**config.mk**
```make
export PLATFORM = sky130hd
export DESIGN_NAME = ddr3_pwrup_seq
export DESIGN_NICKNAME = d
export VERILOG_FILES = /design/src/rtl/ddr3_seq_pkg.sv /design/src/rtl/ddr3_seq_regs.sv /design/src/rtl/ddr3_seq_prescale.sv /design/src/rtl/ddr3_seq_ctrl.sv /design/src/rtl/ddr3_pwrup_seq.sv
export SDC_FILE = /design/constraint.sdc
export NUM_CORES = 1
export LEC_CHECK = 0
export BUFFER_PORTS_ARGS = -buffer_cell sky130_fd_sc_hd__buf_2
export CAP_MARGIN = 15
export CORE_MARGIN = 3
export CORE_UTILIZATION = 55
export CTS_BUF_LIST = sky130_fd_sc_hd__clkbuf_2 sky130_fd_sc_hd__clkbuf_4 sky130_fd_sc_hd__clkbuf_8
export DETAILED_ROUTE_END_ITERATION = 7
export PLACE_DENSITY = 0.87
export REMOVE_ABC_BUFFERS = 1
export SLEW_MARGIN = 20
export SYNTH_ARGS = -nofsm -noshare
export SYNTH_HDL_FRONTEND = slang
export SYNTH_HIERARCHICAL = 1
export SYNTH_SLANG_ARGS = --single-unit
```
**constraint.sdc**
```tcl
create_clock -name clk -period 2.8 [get_ports clk]
set_clock_uncertainty 0.1 [all_clocks]
set_input_delay 0.84 -clock clk [delete_from_list [all_inputs] [get_ports clk]]
set_output_delay 0.84 -clock clk [all_outputs]
set_load 0.01 [all_outputs]
```
**src/rtl/ddr3_seq_pkg.sv**
```systemverilog
// Package: shared encodings and state type for the DDR3 power-up sequencer.
// Assumes the command bus follows the DDR3 {RAS#, CAS#, WE#} encoding.
package ddr3_seq_pkg;
    localparam int MR_W  = 16;   // mode-register / address bus width
    localparam int BA_W  = 3;    // bank address width
    localparam int REG_W = 32;   // register port data width

    localparam logic [2:0] CMD_NOP  = 3'b111;
    localparam logic [2:0] CMD_MRS  = 3'b000;
    localparam logic [2:0] CMD_ZQCL = 3'b110;
    localparam logic [MR_W-1:0] ZQCL_ADDR = 16'h0400;   // A10 selects the long form

    typedef enum logic [1:0] {
        ST_IDLE,    // waiting for a start request
        ST_WAIT,    // CKE held low, counting wait units
        ST_CMDS,    // issuing MRS commands and ZQCL
        ST_ZQW      // waiting out the calibration time
    } seq_state_t;
endpackage

```
**src/rtl/ddr3_seq_regs.sv**
```systemverilog
// Register file for the sequencer.
// Address 0: control (bit 0 start/busy, bit 1 device reset).
// Address 1: wait count. Address 2: {MR1, MR0}. Address 3: {MR3, MR2}.
// Assumes the read data is sampled combinationally from reg_addr.
module ddr3_seq_regs
    import ddr3_seq_pkg::*;
#(
    parameter int              DLY_W   = 17,
    parameter logic [REG_W-1:0] DLY_RST = 32'h00c80064,
    parameter logic [REG_W-1:0] MRA_RST = 32'h0000_0000,
    parameter logic [REG_W-1:0] MRB_RST = 32'h0000_0000
) (
    input  logic             clk,
    input  logic             rst_n,
    input  logic             reg_wr,
    input  logic [1:0]       reg_addr,
    input  logic [REG_W-1:0] reg_wdata,
    output logic [REG_W-1:0] reg_rdata,
    input  logic             busy,
    output logic             start,
    output logic             rst_bit,
    output logic [DLY_W-1:0] dly_cnt,
    output logic [MR_W-1:0]  mr_val [4]
);
    localparam int NREG = 4;

    logic [REG_W-1:0] store_q [NREG];
    logic             rst_q;

    // Control register write: reset bit is writeable at any time.
    always_ff @(posedge clk) begin
        if (!rst_n)                        rst_q <= 1'b1;
        else if (reg_wr && reg_addr == 2'd0) rst_q <= reg_wdata[1];
    end

    // Data registers 1..3 hold the wait count and the mode-register values.
    genvar gi;
    generate
        for (gi = 1; gi < NREG; gi++) begin : g_store
            localparam logic [REG_W-1:0] RST_V =
                (gi == 1) ? DLY_RST : (gi == 2) ? MRA_RST : MRB_RST;
            always_ff @(posedge clk) begin
                if (!rst_n)                               store_q[gi] <= RST_V;
                else if (reg_wr && reg_addr == 2'(gi))    store_q[gi] <= reg_wdata;
            end
        end
    endgenerate

    assign store_q[0] = {{(REG_W-2){1'b0}}, rst_q, busy};

    // Start request: a set of bit 0 while idle; ignored while busy.
    assign start   = reg_wr && (reg_addr == 2'd0) && reg_wdata[0] && !busy;
    assign rst_bit = rst_q;
    assign dly_cnt = store_q[1][DLY_W-1:0];

    // Split the packed mode-register words into four values.
    assign mr_val[0] = store_q[2][MR_W-1:0];
    assign mr_val[1] = store_q[2][REG_W-1:MR_W];
    assign mr_val[2] = store_q[3][MR_W-1:0];
    assign mr_val[3] = store_q[3][REG_W-1:MR_W];

    // Read multiplexer.
    always_comb reg_rdata = store_q[reg_addr];
endmodule

```
**src/rtl/ddr3_seq_prescale.sv**
```systemverilog
// Wait-unit prescaler: emits one tick every N clocks while run is high.
// N is 3 when div3 is set, otherwise 2. Assumes div3 is static during a run.
module ddr3_seq_prescale #(
    parameter int PC_W = 2
) (
    input  logic clk,
    input  logic rst_n,
    input  logic run,
    input  logic div3,
    output logic tick
);
    logic [PC_W-1:0] pc_q;
    logic [PC_W-1:0] lim;

    assign lim  = div3 ? PC_W'(2) : PC_W'(1);
    assign tick = run && (pc_q == lim);

    // Phase counter: restarts whenever the wait is not running.
    always_ff @(posedge clk) begin
        if (!rst_n || !run) pc_q <= '0;
        else if (tick)      pc_q <= '0;
        else                pc_q <= pc_q + 1'b1;
    end
endmodule

```
**src/rtl/ddr3_seq_ctrl.sv**
```systemverilog
// Sequencing engine: CKE wait, MRS in order MR2, MR3, MR1, MR0, then ZQCL,
// then the calibration wait. Command outputs are registered; NOP otherwise.
// Assumes TMRD, TMOD and TZQ are at least 1.
module ddr3_seq_ctrl
    import ddr3_seq_pkg::*;
#(
    parameter int DLY_W = 17,
    parameter int TMRD  = 4,
    parameter int TMOD  = 12,
    parameter int TZQ   = 512
) (
    input  logic             clk,
    input  logic             rst_n,
    input  logic             start,
    input  logic [DLY_W-1:0] dly_cnt,
    input  logic             tick,
    input  logic [MR_W-1:0]  mr_val [4],
    output logic             busy,
    output logic             wait_run,
    output logic             cke,
    output logic             cmd_valid,
    output logic [2:0]       cmd_code,
    output logic [BA_W-1:0]  cmd_bank,
    output logic [MR_W-1:0]  cmd_addr
);
    localparam int TMAX = (TZQ > TMOD) ? ((TZQ > TMRD) ? TZQ : TMRD)
                                       : ((TMOD > TMRD) ? TMOD : TMRD);
    localparam int WC_W = $clog2(TMAX + 1);
    localparam logic [2:0] LAST_MRS = 3'd3;
    localparam logic [2:0] ZQ_IDX   = 3'd4;

    seq_state_t       state_q;
    logic [DLY_W-1:0] dcnt_q;
    logic [WC_W-1:0]  wcnt_q;
    logic [2:0]       idx_q;
    logic             cke_q;
    logic             vld_q;
    logic [2:0]       code_q;
    logic [BA_W-1:0]  bank_q;
    logic [MR_W-1:0]  addr_q;
    logic [2:0]       sel_code;
    logic [BA_W-1:0]  sel_bank;
    logic [MR_W-1:0]  sel_addr;

    // Command selection by slot index: MR2, MR3, MR1, MR0, ZQCL.
    always_comb begin
        sel_code = CMD_MRS;
        unique case (idx_q)
            3'd0:    begin sel_bank = BA_W'(2); sel_addr = mr_val[2]; end
            3'd1:    begin sel_bank = BA_W'(3); sel_addr = mr_val[3]; end
            3'd2:    begin sel_bank = BA_W'(1); sel_addr = mr_val[1]; end
            3'd3:    begin sel_bank = BA_W'(0); sel_addr = mr_val[0]; end
            default: begin sel_bank = '0; sel_addr = ZQCL_ADDR; sel_code = CMD_ZQCL; end
        endcase
    end

    // Main sequencer: state, counters, CKE and the registered command bus.
    always_ff @(posedge clk) begin
        if (!rst_n) begin
            state_q <= ST_IDLE;
            dcnt_q  <= '0;
            wcnt_q  <= '0;
            idx_q   <= '0;
            cke_q   <= 1'b0;
            vld_q   <= 1'b0;
            code_q  <= CMD_NOP;
            bank_q  <= '0;
            addr_q  <= '0;
        end else begin
            vld_q  <= 1'b0;
            code_q <= CMD_NOP;
            bank_q <= '0;
            addr_q <= '0;
            unique case (state_q)
                ST_IDLE: begin
                    if (start) begin
                        state_q <= ST_WAIT;
                        dcnt_q  <= dly_cnt;
                    end
                end
                ST_WAIT: begin
                    if (dcnt_q == '0) begin
                        cke_q   <= 1'b1;
                        state_q <= ST_CMDS;
                        idx_q   <= '0;
                        wcnt_q  <= '0;
                    end else if (tick) begin
                        dcnt_q <= dcnt_q - 1'b1;
                    end
                end
                ST_CMDS: begin
                    if (wcnt_q != '0) begin
                        wcnt_q <= wcnt_q - 1'b1;
                    end else begin
                        vld_q  <= 1'b1;
                        code_q <= sel_code;
                        bank_q <= sel_bank;
                        addr_q <= sel_addr;
                        if (idx_q == ZQ_IDX) begin
                            wcnt_q  <= WC_W'(TZQ - 1);
                            state_q <= ST_ZQW;
                        end else begin
                            wcnt_q <= (idx_q == LAST_MRS) ? WC_W'(TMOD - 1) : WC_W'(TMRD - 1);
                            idx_q  <= idx_q + 1'b1;
                        end
                    end
                end
                ST_ZQW: begin
                    if (wcnt_q != '0) wcnt_q  <= wcnt_q - 1'b1;
                    else              state_q <= ST_IDLE;
                end
                default: state_q <= ST_IDLE;
            endcase
        end
    end

    assign busy      = (state_q != ST_IDLE);
    assign wait_run  = (state_q == ST_WAIT);
    assign cke       = cke_q;
    assign cmd_valid = vld_q;
    assign cmd_code  = code_q;
    assign cmd_bank  = bank_q;
    assign cmd_addr  = addr_q;
endmodule

```
**src/rtl/ddr3_pwrup_seq.sv**
```systemverilog
// Top of the DDR3 power-up sequencer: register file, wait prescaler and
// sequencing engine. Assumes cfg_div3 is held stable while a sequence runs.
module ddr3_pwrup_seq
    import ddr3_seq_pkg::*;
#(
    parameter int DLY_W = 17,
    parameter int TMRD  = 4,
    parameter int TMOD  = 12,
    parameter int TZQ   = 512
) (
    input  logic             clk,
    input  logic             rst_n,
    input  logic             cfg_div3,
    input  logic             reg_wr,
    input  logic [1:0]       reg_addr,
    input  logic [REG_W-1:0] reg_wdata,
    output logic [REG_W-1:0] reg_rdata,
    output logic             dram_cke,
    output logic             dram_reset_n,
    output logic             cmd_valid,
    output logic [2:0]       cmd_code,
    output logic [BA_W-1:0]  cmd_bank,
    output logic [MR_W-1:0]  cmd_addr
);
    logic             busy;
    logic             start;
    logic             rst_bit;
    logic             wait_run;
    logic             tick;
    logic [DLY_W-1:0] dly_cnt;
    logic [MR_W-1:0]  mr_val [4];

    ddr3_seq_regs #(.DLY_W(DLY_W)) u_regs (
        .clk(clk), .rst_n(rst_n), .reg_wr(reg_wr), .reg_addr(reg_addr),
        .reg_wdata(reg_wdata), .reg_rdata(reg_rdata), .busy(busy),
        .start(start), .rst_bit(rst_bit), .dly_cnt(dly_cnt), .mr_val(mr_val)
    );

    ddr3_seq_prescale u_pre (
        .clk(clk), .rst_n(rst_n), .run(wait_run), .div3(cfg_div3), .tick(tick)
    );

    ddr3_seq_ctrl #(.DLY_W(DLY_W), .TMRD(TMRD), .TMOD(TMOD), .TZQ(TZQ)) u_ctrl (
        .clk(clk), .rst_n(rst_n), .start(start), .dly_cnt(dly_cnt), .tick(tick),
        .mr_val(mr_val), .busy(busy), .wait_run(wait_run), .cke(dram_cke),
        .cmd_valid(cmd_valid), .cmd_code(cmd_code), .cmd_bank(cmd_bank),
        .cmd_addr(cmd_addr)
    );

    assign dram_reset_n = ~rst_bit;
endmodule

```
==> impl_metrics.tcl <==
set metrics [dict create \
    status "finished clean" \
    crit_path_end_kind "output port" \
    ios 95 \
    p_per_area_nw_per_um2 738.2 \
    fin_area_um2 8763 \
    period_share 0.9976 \
    grt_max_degree 146 \
    cts.sinks 153 \
    clkSlewWorstSetupHoldPaths_ps 90 \
    grt_pass1_vias 6591 \
    hp-class "reg -> reg" \
    p_int_uw 4082 \
    slew_violations 0 \
    cts_root_buf "clkbuf_8" \
    die_area_um2 16540 \
    peakVddDrop_v 0.0004449 \
    fin_util 0.5984 \
    ys_async_sr_fraction 0 \
    worstMarginPinSlew_ps 999.0 \
    grt_pass1_wl_mm 32.49 \
    p_total_uw 6469 \
    cts_buffer_depth 2 \
    pwr-share-comb 0.360 \
    worstPathArrival_ps 1850 \
    p_sw_uw 2387 \
    rows 44 \
    final_nets 981 \
    antenna_found_initial 0 \
    drc 0 \
    multiInputGateArea_um2 4124 \
    die_y_um 128.6 \
    synth_edf_count 0 \
    seq_area_frac_synth 0.3705 \
    synthXorXnorAreaFrac 0.001059 \
    vias_per_cell 6.113 \
    dr_total_vias 6889 \
    track_usage 0.2412 \
    synthAdderAreaFrac 0.01968 \
    muxShareOfSynthArea 0.1603 \
    initial_utilization 0.5645 \
    synth_cell_types 64 \
    cts_buffers 17 \
    n_fill_cell 1222 \
    dieWidth_um 128.6 \
    dp_hpwl_mm 13.35 \
    synth_cells 928 \
    cts_tree "yes" \
    wl_per_cell_um 18.02 \
    setup_viol 0 \
    p_seq_frac 0.383 \
    synth_area_leaders "dfxtp_1 37%, mux2i_1 11%, buf_4 8.1%, nand2_1 7.1%, mux2_2 4.0%" \
    crit_required_ps 1860 \
    place_area_um2 8349 \
    hold_violations 0 \
    yosys_warnings 6 \
    synth_top_area_cell "dfxtp_1" \
    h-tree-depth 4 \
    synthSimpleGateAreaFrac 0.1623 \
    insertion_delay_ps 460 \
    area_growth_pct 6.009 \
    antenna_cells 0 \
    synth_area_per_cell_um2 8.908 \
    drive_gt1_frac 0.2259 \
    sw_frac_of_total 0.3690 \
    synth_top_family_by_area "simple AND/OR/NAND/NOR gates" \
    drtPass1Iterations 8 \
    relSlewSlack 0.3340 \
    port-buffer-count 93 \
    seq_area_um2 3063 \
    synth_compound_area_frac 0.1533 \
    synth-seq-cells 153 \
    grt.overflow.total 0 \
    cp_max_fo 10 \
    ys.flop_type "dfxtp_1" \
    cap_violations 0 \
    first_iter_violations 603 \
    gp_congestion 0.8678 \
    wl_mm 20.31 \
    leakagePower_uw 0.003971 \
    cp-start-kind "input pin" \
    power.share.clock 0.257 \
    layout_min_cycle_time_ps 2793 \
    synthesis.area_um2 8267 \
    synth_top_area_share 0.3705 \
    coreArea_um2 14640 \
    drtAntennaViolNets 0 \
    fmax_mhz 358.0 \
    path_class "in -> out" \
]
## synth_stat cells (all sizes together) (4+ instances only)
| library cell | n |
|---|---|
| nand3b | 7 |
| buf | 118 |
| nand3 | 12 |
| o211ai | 10 |
| nand4 | 9 |
| nand4b | 9 |
| a211oi | 4 |
| dfxtp | 153 |
| a21o | 6 |
| a21oi | 50 |
| mux2i | 93 |
| clkbuf | 34 |
| nor2 | 21 |
| nand2 | 156 |
| a31oi | 8 |
| a22o | 30 |
| o21ai | 17 |
| or3 | 6 |
| nor3 | 11 |
| nor2b | 12 |
| nor4 | 8 |
| or4 | 5 |
| o32ai | 6 |
| inv | 24 |
| a22oi | 33 |
| o22ai | 5 |
| mux2 | 31 |
| ha | 13 |
| and3 | 4 |
| o31ai | 4 |
## per-stage QoR
stage                     hold slack, ps  setup TNS, ps  setup slack [ps]  cells
after floorplan                    332.2         -10550            -351.8    776
after global placement             345.5         -812.6            -58.71   1094
after detailed placement           351.7         -939.4            -56.63   1094
after CTS                          365.6              0             3.436   1126
after global routing               387.9         -6.325            -6.325   1127
final                              370.1              0             6.774   1127
## cell families (layout without fill, tap and decap cells)
| group | Yosys count | after routing |
|---|---|---|
| buf+inv | 177 | 192 |
| xor+xnor | 1 | 1 |
| compound gates | 185 | 185 |
| fa+ha+maj | 13 | 13 |
| flops | 153 | 153 |
| mux | 126 | 126 |
| other cells | 1 | 1 |
| simple gates | 272 | 272 |
## cells in the final DEF (no fill, tap or decap), drive strengths merged, types with 3 or more instances in the layout
cell / Yosys / routed
a211oi: 4 / 4
a21o: 6 / 6
a21oi: 50 / 50
a22o: 30 / 30
a22oi: 33 / 33
a31oi: 8 / 8
and3: 4 / 4
buf: 118 / 135
clkbuf: 34 / 18
clkinv: 1 / 8
clkinvlp: 0 / 3
dfxtp: 153 / 153
ha: 13 / 13
inv: 24 / 26
mux2: 31 / 31
mux2i: 93 / 93
nand2: 156 / 156
nand2b: 3 / 3
nand3: 12 / 12
nand3b: 7 / 7
nand4: 9 / 9
nand4b: 9 / 9
nor2: 21 / 21
nor2b: 12 / 12
nor3: 11 / 11
nor4: 8 / 8
o211ai: 10 / 10
o21ai: 17 / 17
o22ai: 5 / 5
o31ai: 4 / 4
o32ai: 6 / 6
or3: 6 / 6
or3b: 3 / 3
or4: 5 / 5
## timing repair
item	in CTS	in global routing
hold buffers	0	0
setup buffers	0	1
resized for setup	1	2
endpoints found under the setup margin	30	6
## per-layer routing
layer,up-vias,global-route usage,part of all wire
li1,3210,-,-
met1,3308,0.3065,0.42
met2,316,0.4033,0.48
met3,55,0.04400,0.069
met4,0,0.1032,0.028
met5,-,0,0
## flip-flops by register name, summed over array words and instances, names as in the netlist
signal            count
u_ctrl/cke            1
u_ctrl/cmd_addr      16
u_ctrl/cmd_bank       2
u_ctrl/cmd_code       2
u_ctrl/cmd_valid      1
u_ctrl/dcnt_q        17
u_ctrl/idx_q          3
u_ctrl/state_q        2
u_ctrl/wcnt_q        10
u_pre/pc_q            2
u_regs/dly_cnt       17
u_regs/mr_val        64
u_regs/rst_bit        1
u_regs/store_q       15
## critical path, cell delays in order
cell    delay, ps
buf_4         160
buf_12        150
mux2_2        350
a22o_1        200
buf_2         140
## final timing paths
| path | cells after the start | startpoint | to | slack, ps |
|---|---|---|---|---|
| max reg2reg | 8 | u_ctrl/dcnt_q[0] | u_ctrl/dcnt_q[7] | 360 |
| min reg2reg | 2 | u_regs/store_q[93] | u_regs/store_q[93] | 370 |
| min | 2 | u_regs/store_q[93] | u_regs/store_q[93] | 370 |
| max | 5 | reg_addr[1] | reg_rdata[12] | 7 |
## power by group through the flow
stage | Combinational, uW | Sequential, uW | Clock, uW
after global routing | 2550 | 2500 | 1780
after floorplan | 1540 | 2490 | 0
after global placement | 2190 | 2520 | 0
final | 2330 | 2480 | 1670
after detailed placement | 2250 | 2520 | 0
after CTS | 2270 | 2470 | 1680
## area by class of cell
| class | instances | share of cell area |
|---|---|---|
| clock inverter | 14 | 0.01713 |
| sequential | 153 | 0.3495 |
| multi-input combinational | 598 | 0.4706 |
| clock buffer | 18 | 0.02756 |
| timing repair buffer | 135 | 0.09823 |
| tap | 184 | 0.02627 |
| inverter | 25 | 0.01071 |
Power figures use the tool's default switching activity.
